`config.mk`:
```
export PLATFORM = sky130hd
export DESIGN_NAME = wdt_sleep_guard
export DESIGN_NICKNAME = d
export VERILOG_FILES = /design/src/rtl/wdt_sleep_pkg.sv /design/src/rtl/wdt_base_counter.sv /design/src/rtl/wdt_postscaler.sv /design/src/rtl/wdt_mode_ctl.sv /design/src/rtl/wdt_sleep_guard.sv
export SDC_FILE = /design/constraint.sdc
export NUM_CORES = 1
export LEC_CHECK = 0
export BUFFER_PORTS_ARGS = -buffer_cell sky130_fd_sc_hd__buf_2
export CAP_MARGIN = 20
export CORE_AREA = 5 5 69 71
export DETAILED_ROUTE_END_ITERATION = 7
export DIE_AREA = 0 0 74 76
export GPL_TIMING_DRIVEN = 0
export PLACE_DENSITY = 0.54
export RECOVER_POWER = 50
export SLEW_MARGIN = 20
export SYNTH_ARGS = -nofsm -noshare
export SYNTH_HDL_FRONTEND = slang
export SYNTH_SLANG_ARGS = --single-unit
```
`constraint.sdc`:
```
create_clock -name clk -period 1.5 [get_ports clk]
set_input_delay 0.075 -clock clk [delete_from_list [all_inputs] [get_ports clk]]
set_output_delay 0.075 -clock clk [all_outputs]
set_load 0.02 [all_outputs]
```
`src/rtl/wdt_sleep_pkg.sv`:
```
package wdt_sleep_pkg;

  // Operating state of the watchdog
  typedef enum logic {
    MODE_RUN   = 1'b0,
    MODE_SLEEP = 1'b1
  } wdt_mode_e;

  // Terminal postscaler count for a divide-by-2**n ratio; 0 when unassigned
  function automatic int unsigned ratio_mask(input logic on, input int unsigned n);
    int unsigned m;
    m = 0;
    if (on) begin
      for (int i = 0; i < 32; i++) begin
        if (i < int'(n)) m[i] = 1'b1;
      end
    end
    return m;
  endfunction

endpackage

```
`src/rtl/wdt_base_counter.sv`:
```
module wdt_base_counter #(
  parameter int CNT_W = 8
) (
  input  logic clk,
  input  logic rst,
  input  logic en,
  input  logic tick,
  input  logic restart,
  output logic wrap
);
  localparam logic [CNT_W-1:0] CNT_LAST = '1;

  logic [CNT_W-1:0] cnt_q;

  always_ff @(posedge clk) begin
    if (rst || restart || !en) cnt_q <= '0;
    else if (tick)             cnt_q <= cnt_q + 1'b1;
  end

  // A restart in the same cycle wins over the final tick
  assign wrap = en & tick & ~restart & (cnt_q == CNT_LAST);


  restart_zero_chk: assert property (@(posedge clk) disable iff (rst)
    $past(restart) |-> (cnt_q == '0));


  idle_hold_chk: assert property (@(posedge clk) disable iff (rst)
    (!$past(tick) && !$past(restart) && !$past(rst) && $past(en)) |-> $stable(cnt_q));

endmodule

```
`src/rtl/wdt_postscaler.sv`:
```
module wdt_postscaler
  import wdt_sleep_pkg::*;
#(
  parameter int SEL_W = 3
) (
  input  logic             clk,
  input  logic             rst,
  input  logic             en,
  input  logic             restart,
  input  logic             wrap,
  input  logic             ps_on,
  input  logic [SEL_W-1:0] ps_sel,
  output logic             expire
);
  localparam int PS_W = (1 << SEL_W) - 1;

  logic [PS_W-1:0] ps_q;
  logic [PS_W-1:0] mask_q;

  always_ff @(posedge clk) begin
    if (rst || restart) begin
      ps_q   <= '0;
      mask_q <= PS_W'(ratio_mask(ps_on, int'(ps_sel)));
    end else if (!en) begin
      ps_q <= '0;
    end else if (wrap) begin
      ps_q <= (ps_q == mask_q) ? '0 : ps_q + 1'b1;
    end
  end

  assign expire = wrap & (ps_q == mask_q);


  ps_range_chk: assert property (@(posedge clk) disable iff (rst)
    ps_q <= mask_q);


  cfg_hold_chk: assert property (@(posedge clk) disable iff (rst)
    (!$past(restart) && !$past(rst)) |-> $stable(mask_q));

endmodule

```
`src/rtl/wdt_mode_ctl.sv`:
```
module wdt_mode_ctl
  import wdt_sleep_pkg::*;
(
  input  logic clk,
  input  logic rst,
  input  logic clr,
  input  logic sleep_in,
  input  logic expire,
  output logic rst_req,
  output logic wake_req,
  output logic to_n
);
  wdt_mode_e mode_q;

  always_ff @(posedge clk) begin
    if (rst) begin
      mode_q   <= MODE_RUN;
      rst_req  <= 1'b0;
      wake_req <= 1'b0;
      to_n     <= 1'b1;
    end else begin
      rst_req  <= 1'b0;
      wake_req <= 1'b0;
      if (sleep_in) begin
        mode_q <= MODE_SLEEP;
        to_n   <= 1'b1;
      end else if (clr) begin
        to_n   <= 1'b1;
      end
      if (expire) begin
        rst_req  <= (mode_q == MODE_RUN);
        wake_req <= (mode_q == MODE_SLEEP);
        to_n     <= 1'b0;
        mode_q   <= MODE_RUN;
      end
    end
  end


  excl_req_chk: assert property (@(posedge clk) disable iff (rst)
    !(rst_req && wake_req));


  wake_asleep_chk: assert property (@(posedge clk) disable iff (rst)
    wake_req |-> $past(mode_q == MODE_SLEEP));


  req_pulse_chk: assert property (@(posedge clk) disable iff (rst)
    (rst_req || wake_req) |=> !(rst_req || wake_req));


  to_fall_chk: assert property (@(posedge clk) disable iff (rst)
    $fell(to_n) |-> (rst_req || wake_req));

endmodule

```
`src/rtl/wdt_sleep_guard.sv`:
```
module wdt_sleep_guard #(
  parameter int CNT_W = 8,
  parameter int SEL_W = 3
) (
  input  logic             clk,
  input  logic             rst,
  input  logic             tick,
  input  logic             wdt_en,
  input  logic             clr_cmd,
  input  logic             sleep_cmd,
  input  logic             ps_on,
  input  logic [SEL_W-1:0] ps_sel,
  output logic             rst_req,
  output logic             wake_req,
  output logic             to_n
);
  logic restart;
  logic wrap;
  logic expire;

  assign restart = clr_cmd | sleep_cmd;

  wdt_base_counter #(.CNT_W(CNT_W)) u_base (
    .clk     (clk),
    .rst     (rst),
    .en      (wdt_en),
    .tick    (tick),
    .restart (restart),
    .wrap    (wrap)
  );

  wdt_postscaler #(.SEL_W(SEL_W)) u_ps (
    .clk     (clk),
    .rst     (rst),
    .en      (wdt_en),
    .restart (restart),
    .wrap    (wrap),
    .ps_on   (ps_on),
    .ps_sel  (ps_sel),
    .expire  (expire)
  );

  wdt_mode_ctl u_mode (
    .clk      (clk),
    .rst      (rst),
    .clr      (clr_cmd),
    .sleep_in (sleep_cmd),
    .expire   (expire),
    .rst_req  (rst_req),
    .wake_req (wake_req),
    .to_n     (to_n)
  );


  disabled_quiet_chk: assert property (@(posedge clk) disable iff (rst)
    !$past(wdt_en) |-> (!rst_req && !wake_req));

endmodule

```
# [Word-level counts from Yosys, hierarchy flattened]
# Cells that the tools add are included.
[totals] regBits=26 latchBits=0 ram_bits=0 romBits=0 input_bits=10 out_inout_bits=3 word_cells=45 mem_count=0
[op_classes] add_sub_neg=2 multipliers=0 div=0 order_cmp=7 eq_ne=2 shifts=0 n_mux=11 bitwise=9 n_reduce_logical=7
[ops] op="1-bit two-way mux" n=10
[ops] op="3-bit less-than comparator, first input constant" n=3
[ops] op="8-bit by 1-bit adder with 8-bit output, second input constant" n=1
[ops] op="8-bit equality test, second input constant" n=1
[ops] op="7-bit by 1-bit adder with 7-bit output, second input constant" n=1
[ops] op="7-bit equality test" n=1
[ops] op="7-bit two-way mux" n=1
[ops] op="1-bit by 3-bit less-than comparator with 1-bit output, first input constant" n=2
[ops] op="2-bit by 3-bit less-than comparator with 1-bit output, first input constant" n=2
[ops] op="2-bit OR reduction" n=3
[ops] op="1-bit AND" n=4
[ops] op="1-bit inverter" n=4
[ops] op="3-bit nonzero test" n=1
[ops] op="1-bit logical OR" n=2
[ops] op="1-bit zero test" n=1
[ops] op="1-bit bitwise OR" n=1

# [Longest topological paths before layout]
[depth] word_depth=7 ltp_mapped=6 mapped_depth_nobuf=5

# [Hierarchy]
# From an unflattened synthesis, not the netlist that was laid out.
[unflattened] cells_unflattened=116 hier_area_um2=1241.2
[modules_own_cells] module="wdt_postscaler" n_inst=1 cells_each=65 area_per_inst_um2=752.0 seq_area_each_um2=350.3
[modules_own_cells] module="wdt_base_counter" n_inst=1 cells_each=40 area_per_inst_um2=360.3 seq_area_each_um2=160.2
[modules_own_cells] module="wdt_mode_ctl" n_inst=1 cells_each=10 area_per_inst_um2=122.6 seq_area_each_um2=80.1
[modules_own_cells] module="wdt_sleep_guard" n_inst=1 cells_each=1 area_per_inst_um2=6.3 seq_area_each_um2=0.0

# [Worst setup path after synthesis]
# OpenSTA, ideal clock, no wires.
[synth_timing] path_kind="flip-flop to flip-flop" start="register u_base.cnt_q[0]" end="register u_ps.ps_q[5]" arrival_ns=1.516 t_required_ns=1.434 slack_ns=-0.082 path_stages_with_launch=7 synth_period_minus_slack_ns=1.582 path_cell_list="dfxtp_1 ha_1 and4_1 buf_6 nand3_4 or4_4 a21oi_2"
[synth_between] elab_chain_cells=2
[synth_rtl] element="start, declared" line="wdt_base_counter.sv:13" source="logic [CNT_W-1:0] cnt_q;"
[synth_rtl] element="start signal, assigned" line="wdt_base_counter.sv:17" source="else if (tick) cnt_q <= cnt_q + 1'b1;"
[synth_rtl] element="8-bit equality test" line="wdt_base_counter.sv:21" source="assign wrap = en & tick & ~restart & (cnt_q == CNT_LAST);"
[synth_rtl] element="1-bit AND" line="wdt_base_counter.sv:21"
[synth_rtl] element="end signal, assigned" line="wdt_postscaler.sv:27" source="ps_q <= (ps_q == mask_q) ? '0 : ps_q + 1'b1;"
[synth_rtl] element="end, declared" line="wdt_postscaler.sv:17" source="logic [PS_W-1:0] ps_q;"
# No other way between the ends.
# A chain may end at the register's enable or synchronous reset.

# [Final worst setup path]
# Same ends and word-level chain as after synthesis.

==> impl_results.md <==
- Status: finished with violations
- Failing checks: negative setup slack
- CP max FO: 5
- Final Cell Area: 1470 µm²
- HP Start: sleep_cmd
- Termination of the worst setup path: u_ps.ps_q[5]
- F_max: 648 MHz
- Crit Path Class: reg2reg
- Worst Slack Setup Final: -43.9 ps
- Worst path slowest cell: or4_4
- Port Buffers: 12
- # IOs: 13
- Antenna violations before repair: 0
- CP Launch Type: flip-flop
- Sw frac: 20.8%
- Final ANT Viol Nets: 0
- Final setup fails: 3
- Diode count: 0
- Syn Area/Cell: 10.5 µm²
- Core area: 4170 µm²
- Row count: 24
- Primary FF master, synth: dfxtp_1
- Vias in the first global route: 796
- CP Capture Type: flip-flop
- CTS tree: built
- Internal: 1.07 mW
- Cell Area, Synth: 1170 µm²
- Power, Total: 1.35 mW
- RSZ-0062 raised after global routing: true
- Initial core utilization: 28.0%
- Placed inst area: 1310 µm²
- DRT iter0 DRCs: 35
- Clk pwr share: 38.5%
- Sw power: 281 µW
- Cells after synthesis: 111
- Sequential share of power: 55.6%
- # DRC: 0
- # clock sinks: 26
- Slew Limit Fails: 0
- Arr. time, crit path: 1760 ps
- Synth Net Count: 123
- Sequential fraction of the synthesis area: 50.5%
- Final worst path period share: 103%
- Via count: 853
- Fin util: 35.1%
- Final wirelength: 2110 µm
- DR top layer: met4
- Yosys reg bits: 26
- Asr flop ratio synth: 0%
- Worst-path clk slew: 100 ps
- Root Buffer: clkbuf_8
- Drt pass-1 iters: 4
- First-pass GRT wire length: 3540 µm
- Reg2Reg Depth: 6
- H-tree levels: 1
- Fraction of layout cells with a size suffix above 1: 26.9%
- Die W: 74 µm
- GR Util All Layers: 7.67%
- Via/cell ratio: 4.59
- Synth top area cells: dfxtp_1 (33%), edfxtp_1 (18%), xnor2_1 (7.5%), xor2_1 (4.5%), nor2_1 (3.9%)
- Peak VDD IR: 0.690 mV
- Wire length per cell: 11.3 µm
- Largest net degree at the start of global routing: 16
- Die area: 5620 µm²
- Worst-path cell chain: ha_4 > and4_1 > buf_6 > nand3_4 > or4_4 > a21oi_2
- Met2 wire length: 941 µm
- Global route overflow: 0
- Hold Path Class: in2reg
- Yosys warns: 0
- Die H: 76 µm
- Slew margin rel.: 67.9%
- Crit path largest cell delay: 490 ps
- Worst-Skew Late Latency: 280 ps
- DR WL met3: 131 µm
- Required time of the worst setup path: 1720 ps
- CTS buffer count: 3
- Max_cap viols: 0
- DP HPWL: 1540 µm
- Power Dens Cells: 919 nW/µm²
- Gate power share: 5.9%
- Crit. Startpoint: u_base.cnt_q[0]
- Post-synth cell types: 32
- GP Congestion: 0.723
- Fin. Hold Viols: 0
- Worst Clk Skew: 11.3 ps
- Layout Nets: 147
- EDFF count, synth: 7
- Top cell type's share of synthesized area: 32.5%
- Area grow syn2layout: 25.2%
- Worst r2r dst: u_ps.ps_q[5]
- WL met1: 1020 µm
- Lkg Pwr: 0.503 nW
- Worst R2R Setup Slack: -40 ps
- Tmin final: 1540 ps
- Area leader, netlist: dfxtp_1
- Critical R2R Launch: u_base.cnt_q[0]
- Worst Tran Pin Value: 478 ps
- Bufs on Longest Clock Path: 2
## Yosys cell counts, types with 2 or more instances
cell       n
nor2b_1    2
or3_1      3
nor3_1     3
xor2_1     6
nand3_1    6
o21a_1     2
edfxtp_1   7
dfxtp_1   19
nand2_1    5
a21oi_1    5
ha_1       2
o21ai_0    3
nand4_1    4
nor2_1    12
and2_1     4
xnor2_1   10
mux2i_1    2
inv_1      2
## cell type report
type                       count  area [µm²]
fill                         426        2710
sequential                    26         598
multi-input combinational     81         593
timing repair buffer          20         124
clock buffer                   4        66.3
tap                           52        65.1
buffer                         1        11.3
inverter                       2        7.51
## kinds of logic (layout without fill, tap and decap cells)
| group | count (synthesis) | count (layout) | synth area share, % |
|---|---|---|---|
| AO/OA/AOI/OAI | 14 | 14 | 8.66 |
| XOR/XNOR | 16 | 16 | 12.0 |
| adder cells (fa/ha/maj) | 2 | 2 | 2.14 |
| buffers and inverters | 4 | 27 | 1.92 |
| flip-flops | 26 | 26 | 50.5 |
| multiplexers | 2 | 2 | 1.71 |
| AND/OR/NAND/NOR | 47 | 47 | 23.1 |
## per-stage QoR
stage / std cells / hold slack, ps / worst slack [ps] / TNS, ps
after floorplan: 111 / 154 / 31.5 / 0
after global placement: 175 / 279 / -90.3 / -698
after detailed placement: 175 / 287 / -115 / -918
after CTS: 184 / 71.1 / -39.9 / -98.1
after global routing: 186 / 106 / -98.7 / -441
final: 186 / 81.1 / -43.9 / -59.7
## flip-flops by register name, indices dropped and copies added, names as in the netlist
signal	count
u_base.cnt_q	8
u_ps.mask_q	7
u_ps.ps_q	7
u_mode.mode_q	1
u_mode.rst_req	1
u_mode.to_n	1
u_mode.wake_req	1
## cells in the final DEF (no fill, tap or decap), drive strengths merged
cell         netlist  final
nand3              7      7
nor2b              2      2
nand4              4      4
or3                3      3
and2               4      4
mux2i              2      2
a21oi              6      6
ha                 2      2
nand2              5      5
and3               2      2
clkbuf             1     10
dlygate4sd3        0      1
xnor2             10     10
o21ai              3      3
o31ai              2      2
dfxtp             19     19
xor2               6      6
and4               2      2
buf                1     14
o21a               2      2
nor3               3      3
o31a               1      1
or4                1      1
nor2              12     12
and4bb             1      1
inv                2      2
nor4               1      1
edfxtp             7      7
## worst max-delay path: cells and delay by family, from the launching register on
family	cells	cell delay, ps
buffers and inverters	1	120
AO/OA/AOI/OAI	1	120
adder cells (fa/ha/maj)	1	130
flip-flops	1	370
AND/OR/NAND/NOR	3	750
## worst min-delay path by stage
stage / cells after the start / endpoint / slack (ps)
2_1_floorplan: 1 / u_mode.mode_q / 150
3_3_place_gp: 2 / u_mode.mode_q / 280
3_5_place_dp: 2 / u_mode.mode_q / 290
4_1_cts: 3 / u_mode.mode_q / 70
5_1_grt: 3 / u_mode.mode_q / 110
6_report: 3 / u_mode.mode_q / 80
## routing by layer
metal	global-route usage, %	vias to the layer above
met5	0	-
met4	1.09	0
met3	2.90	2
met2	11.8	15
met1	10.4	397
li1	-	439
## power groups by stage
stage	combinational, mW	sequential (mW)	clock (mW)
3_3_place_gp	0.0680	0.765	0
2_1_floorplan	0.0420	0.763	0
6_report	0.0791	0.748	0.519
3_5_place_dp	0.0695	0.765	0
4_1_cts	0.0767	0.749	0.538
5_1_grt	0.0871	0.751	0.556
## timing repair
item                                   CTS  global route
setup endpoints to repair               10             8
buffers inserted                         5             2
resized for setup                        5             7
hold buffers                             1             0
endpoints found under the hold margin    1             0
pin swaps                                4             5
Power figures use the tool's default switching activity.
